File: src/rtl/gpx_pkg.sv
package gpx_pkg;

    localparam int BANK_W     = 8;
    localparam int N_BANK     = 2;
    localparam int PIN_W      = BANK_W * N_BANK;
    localparam int ADDR_W     = 4;
    localparam int SYNC_DEPTH = 2;
    localparam int BANK_IDX_W = (N_BANK > 1) ? $clog2(N_BANK) : 1;

    typedef logic [BANK_W-1:0] bank_word_t;

    // register kind is the address with the bank bit dropped
    typedef enum logic [2:0] {
        K_INPUT = 3'd0,
        K_POL   = 3'd1,
        K_HOLD  = 3'd2,
        K_PULL  = 3'd3,
        K_DIR   = 3'd4,
        K_OUT   = 3'd5,
        K_MASK  = 3'd6,
        K_NONE  = 3'd7
    } reg_kind_e;

    typedef struct packed {
        reg_kind_e               kind;
        logic [BANK_IDX_W-1:0]   bank;
    } reg_sel_t;

    typedef struct packed {
        bank_word_t pol;
        bank_word_t hold;
        bank_word_t pull;
        bank_word_t dir;
        bank_word_t outv;
        bank_word_t mask;
    } bank_regs_t;

    localparam bank_word_t RST_POL  = '0;
    localparam bank_word_t RST_HOLD = '1;
    localparam bank_word_t RST_PULL = '0;
    localparam bank_word_t RST_DIR  = '1;
    localparam bank_word_t RST_OUT  = '0;
    localparam bank_word_t RST_MASK = '1;

    localparam bank_regs_t BANK_RST = '{
        pol:  RST_POL,
        hold: RST_HOLD,
        pull: RST_PULL,
        dir:  RST_DIR,
        outv: RST_OUT,
        mask: RST_MASK
    };

    function automatic reg_sel_t decode_addr(input logic [ADDR_W-1:0] addr);
        reg_sel_t s;
        s.kind = reg_kind_e'(addr[ADDR_W-1:1]);
        s.bank = BANK_IDX_W'(addr[0]);
        return s;
    endfunction

    function automatic bank_word_t pick_field(input bank_regs_t r,
                                              input reg_kind_e  k);
        bank_word_t v;
        case (k)
            K_POL:   v = r.pol;
            K_HOLD:  v = r.hold;
            K_PULL:  v = r.pull;
            K_DIR:   v = r.dir;
            K_OUT:   v = r.outv;
            K_MASK:  v = r.mask;
            default: v = '0;
        endcase
        return v;
    endfunction

endpackage

File: src/rtl/gpx_sync.sv
module gpx_sync #(
    parameter int WIDTH  = 16,
    parameter int STAGES = 2
) (
    input  logic             clk,
    input  logic             rst,
    input  logic [WIDTH-1:0] d,
    output logic [WIDTH-1:0] q
);
    logic [WIDTH-1:0] stage [STAGES];

    generate
        for (genvar s = 0; s < STAGES; s++) begin : g_stage
            if (s == 0) begin : g_first
                always_ff @(posedge clk) begin
                    if (rst) stage[0] <= '0;
                    else     stage[0] <= d;
                end
            end else begin : g_next
                always_ff @(posedge clk) begin
                    if (rst) stage[s] <= '0;
                    else     stage[s] <= stage[s-1];
                end
            end
        end
    endgenerate

    assign q = stage[STAGES-1];
endmodule

File: src/rtl/gpx_bank.sv
module gpx_bank
    import gpx_pkg::*;
(
    input  logic        clk,
    input  logic        rst,
    input  logic        wr_en,
    input  logic        snap_en,
    input  reg_kind_e   kind,
    input  bank_word_t  wdata,
    input  bank_word_t  pin_sync,
    output bank_regs_t  regs,
    output bank_word_t  change
);
    bank_word_t snap_q;

    always_ff @(posedge clk) begin
        if (rst) begin
            regs   <= BANK_RST;
            snap_q <= '0;
        end else begin
            if (wr_en) begin
                case (kind)
                    K_POL:   regs.pol  <= wdata;
                    K_HOLD:  regs.hold <= wdata;
                    K_PULL:  regs.pull <= wdata;
                    K_DIR:   regs.dir  <= wdata;
                    K_OUT:   regs.outv <= wdata;
                    K_MASK:  regs.mask <= wdata;
                    default: ;
                endcase
            end
            if (snap_en) snap_q <= pin_sync;
        end
    end

    // change detect is on raw levels; polarity only shapes the read view
    always_comb change = (pin_sync ^ snap_q) & ~regs.mask;
endmodule

File: src/rtl/gpio_xp_core.sv
module gpio_xp_core
    import gpx_pkg::*;
(
    input  logic              clk,
    input  logic              rst,
    input  logic [ADDR_W-1:0] reg_addr,
    input  logic [BANK_W-1:0] reg_wdata,
    input  logic              reg_wr,
    input  logic              reg_rd,
    output logic [BANK_W-1:0] reg_rdata,
    input  logic [PIN_W-1:0]  pin_in,
    output logic [PIN_W-1:0]  pin_out,
    output logic [PIN_W-1:0]  pin_oe,
    output logic [PIN_W-1:0]  hold_sel,
    output logic [PIN_W-1:0]  pull_up,
    output logic              irq_n
);
    reg_sel_t         sel;
    logic [PIN_W-1:0] pin_sync;
    bank_regs_t       regs     [N_BANK];
    bank_word_t       change_b [N_BANK];
    bank_word_t       sync_b   [N_BANK];

    always_comb sel = decode_addr(reg_addr);

    gpx_sync #(.WIDTH(PIN_W), .STAGES(SYNC_DEPTH)) u_sync (
        .clk (clk),
        .rst (rst),
        .d   (pin_in),
        .q   (pin_sync)
    );

    generate
        for (genvar b = 0; b < N_BANK; b++) begin : g_bank
            logic hit;
            assign hit         = (sel.bank == BANK_IDX_W'(b));
            assign sync_b[b]   = pin_sync[b*BANK_W +: BANK_W];

            gpx_bank u_bank (
                .clk      (clk),
                .rst      (rst),
                .wr_en    (reg_wr && hit),
                .snap_en  (reg_rd && hit && (sel.kind == K_INPUT)),
                .kind     (sel.kind),
                .wdata    (reg_wdata),
                .pin_sync (sync_b[b]),
                .regs     (regs[b]),
                .change   (change_b[b])
            );

            assign pin_out [b*BANK_W +: BANK_W] = regs[b].outv;
            assign pin_oe  [b*BANK_W +: BANK_W] = ~regs[b].dir;
            assign hold_sel[b*BANK_W +: BANK_W] = regs[b].hold;
            assign pull_up [b*BANK_W +: BANK_W] = regs[b].pull;
        end
    endgenerate

    always_ff @(posedge clk) begin
        if (rst) begin
            reg_rdata <= '0;
        end else if (reg_rd) begin
            if (sel.kind == K_INPUT)
                reg_rdata <= sync_b[sel.bank] ^ regs[sel.bank].pol;
            else
                reg_rdata <= pick_field(regs[sel.bank], sel.kind);
        end
    end

    always_comb begin
        logic any;
        any = 1'b0;
        for (int b = 0; b < N_BANK; b++) any = any | (|change_b[b]);
        irq_n = ~any;
    end
endmodule

File: config.mk
export PLATFORM = sky130hd
export DESIGN_NAME = gpio_xp_core
export DESIGN_NICKNAME = d
export VERILOG_FILES = /design/src/rtl/gpx_pkg.sv /design/src/rtl/gpx_sync.sv /design/src/rtl/gpx_bank.sv /design/src/rtl/gpio_xp_core.sv
export SDC_FILE = /design/constraint.sdc
export NUM_CORES = 1
export LEC_CHECK = 0
export ABC_CLOCK_PERIOD_IN_PS = 4500
export BUFFER_PORTS_ARGS = -buffer_cell sky130_fd_sc_hd__buf_2
export CAP_MARGIN = 5
export CORE_MARGIN = 2
export CORE_UTILIZATION = 50
export CTS_BUF_LIST = sky130_fd_sc_hd__clkbuf_8
export DETAILED_ROUTE_END_ITERATION = 12
export GPL_ROUTABILITY_DRIVEN = 0
export GPL_TIMING_DRIVEN = 0
export HOLD_SLACK_MARGIN = 0.1
export PLACE_DENSITY = 0.7
export SYNTH_ARGS = -nofsm -noshare
export SYNTH_HDL_FRONTEND = slang
export SYNTH_HIERARCHICAL = 1
export SYNTH_SLANG_ARGS = --single-unit
File: constraint.sdc
create_clock -name clk -period 4.5 [get_ports clk]
set_input_delay 0.9 -clock clk [delete_from_list [all_inputs] [get_ports clk]]
set_output_delay 0.9 -clock clk [all_outputs]
set_load 0.03 [all_outputs]
==> results.ini, run 1 <==
[outcome]
status=finished clean

[min_path]
hp-class=flop to flop

[global_route]
grt_pass1_vias=5560
grt_pass1_wl_um=30900
grt_antenna_before_repair=0
grt_max_degree=20
overflow=0
grt_use_total_pct=28.0

[die]
core_area_um2=13800
ios=105
chipWidth_um=123
dieArea_um2=15000
die_h_um=123
start_util_pct=50.9
num_rows=43

[layout]
design_area_um2=8170
drive_above_1_share_pct=22.0
area_growth_pct=16.2
final_common_cell=mux2i_1
antenna_cells=0
layout_common_cells=mux2i_1 (155), dfxtp_1 (152), buf_2 (112)
nets=855

[clock_network]
cts_sinks=152
cts-resized-gates=0
clkTransAtPathRegs_ns=0.09
htree_levels=4
clk_latency_ns=0.46
cts_tree=built
clk_path_buf_depth=2
root_buffer=clkbuf_8
cts_inserted_buffers=17
holdBufCountCts=0
cts_setup_buffers=0

[critical_path]
crit_type=flop to output port
worstPathRequired_ns=3.60
r2r_slack_ns=3.11
cp-end-kind=output port
worst_setup_path_start_kind=flop
critPathArrivalTime_ns=1.85
crit_fanout=3

[timing]
finalHoldViolations=0
fin_crit_sh_pct=61.1
period_needed_ns=2.75
finalSetupViolations=0
skew_ns=0.00893
worst_slew_pin_slew_ns=0.614
setup_tns_ns=0
rsz0062_at_grt=false
slew_violations=0
slew_headroom_pct=58.8
fmax_mhz=363

[placed_design]
portBuffers=102
place_area_um2=7770
dpl.hpwl_um=15400

[power]
powerDensity_nw_per_um2=335
ir_worst_vdd_mv=0.200
p_leak_nw=3.81

[drt]
wl_per_cell_um=19.8
viasPerCell=5.57
drcViolationCount=0
first_iter_violations=577
wl_um=20100
drtAntennaViolNets=0
via_count=5659
drt_pass1_iterations=6

[logic_synthesis]
synth_warnings=6
netlist_area_um2=7030
synth_nets=734
synth_flop_cell=dfxtp_1
synth-seq-cells=152
synthCells=702
avgSynthCellArea_um2=10.0
synthArstFlopShare_pct=0
synth-edff-count=0
yosysSeqAreaShare_pct=43.3
ys_types=46

[run]
maxCapViolCount=0

## flip-flops by register name, summed over array words and instances (netlist names)
name,count
g_bank.u_bank/regs,96
u_sync/stage,32
g_bank.u_bank/snap_q,16
reg_rdata,8
## critical path, stage by stage, from the launching register on
cell     delay [ns]
dfxtp_1        0.42
xnor2_1        0.14
nor2_1         0.05
nor4_1         0.32
and4_1         0.26
buf_2          0.20
## synthesized netlist by cell type, drive strengths merged, types with 4 or more instances
cell / count / area share [%]
nand2b: 66 / 5.9
xnor2: 27 / 3.4
o211ai: 5 / 0.53
dfxtp: 152 / 43
o22ai: 14 / 1.2
o21ai: 10 / 0.71
nor3: 6 / 0.50
nand4b: 6 / 0.75
nor2b: 33 / 2.9
nor2: 111 / 5.9
nand2: 7 / 0.37
clkbuf: 8 / 0.62
xor2: 5 / 0.62
a211oi: 5 / 0.60
buf: 38 / 4.5
nor4: 7 / 0.62
mux2i: 155 / 22
nand4bb: 4 / 0.64
inv: 17 / 0.91
## through the flow
stage               total power, W  hold slack, ns  std cells  worst slack (ns)  utilization [%]
floorplan                  0.00161           0.414        702              2.15                -
finish                     0.00274           0.433       1016              1.75             59.1
global placement           0.00170           0.421        984              1.76             56.2
detailed placement         0.00170           0.420        984              1.73             56.2
CTS                        0.00275           0.441       1016              1.71             59.1
global route               0.00283           0.452       1016              1.59             59.1
## cell families (layout without fill, tap and decap cells)
logic type      Yosys count  count (layout)  share of synthesized area, %
buf+inv                  64             198                          6.14
mux                     158             158                          23.0
xor+xnor                 32              32                          3.99
compound gates           41              41                          4.06
simple gates            255             255                          19.5
flops                   152             152                          43.3
## layout make-up
type	count	area [um^2]
Sequential cell	152	3040
Clock buffer	17	234
Buffer	47	368
Tap cell	180	225
Multi-Input combinational cell	486	3560
Inverter	17	63.8
Timing Repair Buffer	102	510
Clock inverter	15	168
Fill cell	1197	5660
## path summary, 6_finish.rpt
| kind | depth (start not counted) | from | end |
|---|---|---|---|
| worst max-delay path | 5 | u_sync/stage[1][2] | irq_n |
| worst min-delay path | 1 | u_sync/stage[0][7] | u_sync/stage[1][7] |
| worst max register to register | 4 | g_bank[1].u_bank/regs[31] | reg_rdata[7] |
| worst min register to register | 1 | u_sync/stage[0][7] | u_sync/stage[1][7] |
## report_power, final
group          internal (W)  leakage [nW]  switching (W)
logic              0.000108          2.38       0.000166
registers           0.00137          1.24      0.0000262
clock network      0.000504         0.191       0.000558
## layer usage
| layer | share of wire (%) | wire length, um | track usage, % |
|---|---|---|---|
| met5 | 0 | 0 | 0 |
| met4 | 4.2 | 836 | 12.8 |
| met3 | 8.6 | 1730 | 6.60 |
| met2 | 45 | 9070 | 43.8 |
| met1 | 42 | 8490 | 36.7 |
(Power assumes the default switching activity.)
==> run 2, diff against run 1 <==
--- a/config.mk
+++ b/config.mk
@@ -5,7 +5,7 @@
 export SDC_FILE = /design/constraint.sdc
 export NUM_CORES = 1
 export LEC_CHECK = 0
-export ABC_CLOCK_PERIOD_IN_PS = 4500
+export ABC_CLOCK_PERIOD_IN_PS = 2400
 export BUFFER_PORTS_ARGS = -buffer_cell sky130_fd_sc_hd__buf_2
 export CAP_MARGIN = 5
 export CORE_MARGIN = 2
@@ -15,7 +15,7 @@
 export GPL_ROUTABILITY_DRIVEN = 0
 export GPL_TIMING_DRIVEN = 0
 export HOLD_SLACK_MARGIN = 0.1
-export PLACE_DENSITY = 0.7
+export PLACE_DENSITY = 0.73
 export SYNTH_ARGS = -nofsm -noshare
 export SYNTH_HDL_FRONTEND = slang
 export SYNTH_HIERARCHICAL = 1
==> constraint.sdc (replaced) <==
create_clock -name clk -period 2.4 [get_ports clk]
set_input_delay 0.48 -clock clk [delete_from_list [all_inputs] [get_ports clk]]
set_output_delay 0.48 -clock clk [all_outputs]
set_load 0.03 [all_outputs]
==> run 2 against run 1 <==
  * Critical path depth is the same
  * Utilization grew 0.15 points
  * Largest power group unchanged
  * Count of clock-buffer cells in the layout is the same
  * Critical path type unchanged
  * Non-clock buffer count is the same
  * First-iteration DRC count shrank 8.3%
  * Wire length shrank 0.32%
  * Via count is essentially flat
  * Sequential power grew 88%
  * Global-route usage shrank 0.23 points
  * Worst hold slack lost 0.22 ns
==> results.ini, run 2 (synthesis results as in run 1) <==
[outcome]
status=finished clean  ; unchanged

[timing]
slew_violations=0  ; unchanged
skew_ns=0.00873  ; was 0.00893 ns
setup_tns_ns=0  ; unchanged
period_needed_ns=2.33
holdWs_ns=0.217  ; was 0.433 ns
fin_crit_sh_pct=96.9
worst_slew_pin_slew_ns=0.557  ; was 0.614 ns
setup_ws_ns=0.0735  ; was 1.75 ns
slew_headroom_pct=62.7  ; was 58.8%
finalSetupViolations=0  ; unchanged
finalHoldViolations=0  ; unchanged
fmax_mhz=430
rsz0062_at_grt=false  ; unchanged

[global_route]
overflow=0  ; unchanged
grt_use_total_pct=27.8  ; was 28.0%
grt_antenna_before_repair=0  ; unchanged
grt_pass1_wl_um=30500  ; was 30,900 um
grt_max_degree=20  ; unchanged
grt_pass1_vias=5418  ; was 5,560

[layout]
drive_above_1_share_pct=23.0  ; was 22.0%
layout_common_cells=mux2i_1 (155), dfxtp_1 (146), buf_2 (112)  ; was mux2i_1 (155), dfxtp_1 (152), buf_2 (112)
top_register=g_bank.u_bank/regs  ; unchanged
final_common_cell=mux2i_1  ; unchanged
largest_reg_flops=96  ; unchanged
area_growth_pct=16.5  ; was 16.2%
nets=855  ; unchanged
top_regs=g_bank.u_bank/regs: 96 flops, u_sync/stage: 32 flops, g_bank.u_bank/snap_q: 16 flops  ; unchanged
antenna_cells=0  ; unchanged

[drt]
viasPerCell=5.57  ; about the same
drt_pass1_iterations=5  ; was 6
wl_um=20100  ; about the same
drcViolationCount=0  ; unchanged
first_iter_violations=529  ; was 577
via_count=5660  ; was 5,659
wl_per_cell_um=19.7  ; was 19.8 um
drtAntennaViolNets=0  ; unchanged

[placed_design]
portBuffers=102  ; unchanged
dpl.hpwl_um=15400  ; about the same
place_ws_ns=0.106  ; was 1.73 ns

[die]
dieArea_um2=15000  ; unchanged
die_h_um=123  ; unchanged
num_rows=43  ; unchanged
chipWidth_um=123  ; unchanged
ios=105  ; unchanged
start_util_pct=50.9  ; unchanged
core_area_um2=13800  ; unchanged

[critical_path]
slowest_stage=dfxtp_1  ; unchanged
path_cells=xnor2_1, nor2_1, nor4_1, and4_1, buf_2  ; unchanged
critPathArrivalTime_ns=1.85  ; about the same
cp-end-kind=output port  ; unchanged
r2r_slack_ns=0.99  ; was 3.11 ns
reg2reg_depth=4  ; unchanged
worstSetupStartpoint=u_sync/stage[1][1]  ; was u_sync/stage[1][2]
worstPathRequired_ns=1.92  ; was 3.60 ns
cp_slowest_stage_delay_ns=0.45  ; was 0.42 ns
endpoint=irq_n  ; unchanged
crit_fanout=3  ; unchanged
timing.rr.end=reg_rdata[7]  ; unchanged
r2r-start=g_bank[1].u_bank/regs[47]  ; was g_bank[1].u_bank/regs[31]
crit_type=flop to output port  ; unchanged
worst_setup_path_start_kind=flop  ; unchanged

[clock_network]
root_buffer=clkbuf_8  ; unchanged
clk_latency_ns=0.47  ; was 0.46 ns
htree_levels=4  ; unchanged
cts_tree=built  ; unchanged
clk_path_buf_depth=2  ; unchanged
clkTransAtPathRegs_ns=0.09  ; about the same
cts_sinks=152  ; unchanged
cts_inserted_buffers=17  ; unchanged

[power]
ir_worst_vdd_mv=0.348  ; was 0.200 mV
total_power_w=0.00514  ; was 0.00274 W
p_leak_nw=3.83  ; was 3.81 nW
powerDensity_nw_per_um2=627  ; was 335 nW/um^2

[min_path]
hp-class=primary input to flop  ; was flop to flop

[run]
maxCapViolCount=0  ; unchanged

run 2: power breakdown:
group          total (W)  internal, W  switching, W
clock            0.00200     0.000882       0.00112
combinational   0.000513     0.000203      0.000310
sequential       0.00263      0.00258     0.0000494
run 2: final cells by class:
class,instances,area [um^2]
sequential,152,3050
multi-input combinational,486,3560
tap,180,225
inverter,17,63.8
timing repair buffer,102,510
clock buffer,17,234
fill,1209,5640
buffer,47,368
clock inverter,15,174
run 2: timing repair:
item | 4_1_cts | 5_1_grt
buffers inserted | 0 | 0
resized for setup | 0 | 7
hold buffers | 0 | 0
setup endpoints to repair | 0 | 1
run 2: layer usage:
metal | part of all wire, % | up-vias | track usage (%) | wire length (um)
met1 | 43 | 2718 | 36.2 | 8570
met2 | 45 | 262 | 43.0 | 9120
met3 | 8.1 | 53 | 6.92 | 1630
met5 | 0 | - | 0 | 0
met4 | 3.7 | 0 | 13.4 | 744
li1 | - | 2627 | - | -
run 2: critical path: cells and delay by family (launching register included):
kind	cells	cell delay, ns
flops	1	0.45
xor+xnor	1	0.16
buf+inv	1	0.20
simple gates	3	0.56
run 2: metrics by stage:
step           cells  area, um^2  util [%]
2_1_floorplan    702        7030         -
3_3_place_gp     984        7770      56.2
3_5_place_dp     984        7770      56.2
6_report        1016        8190      59.2
4_1_cts         1016        8180      59.1
5_1_grt         1016        8190      59.2
run 2: how the worst min path moves through the flow:
stage                                     end                start  cells past startpoint  slack [ns]
after CTS                  u_sync/stage[0][9]            pin_in[9]                      2        0.19
after global routing       u_sync/stage[0][8]            pin_in[8]                      2        0.20
after floorplan            u_sync/stage[1][0]   u_sync/stage[0][0]                      1        0.41
after global placement    u_sync/stage[1][15]  u_sync/stage[0][15]                      1        0.42
after detailed placement   u_sync/stage[1][5]   u_sync/stage[0][5]                      1        0.42
final                      u_sync/stage[0][9]            pin_in[9]                      2        0.22
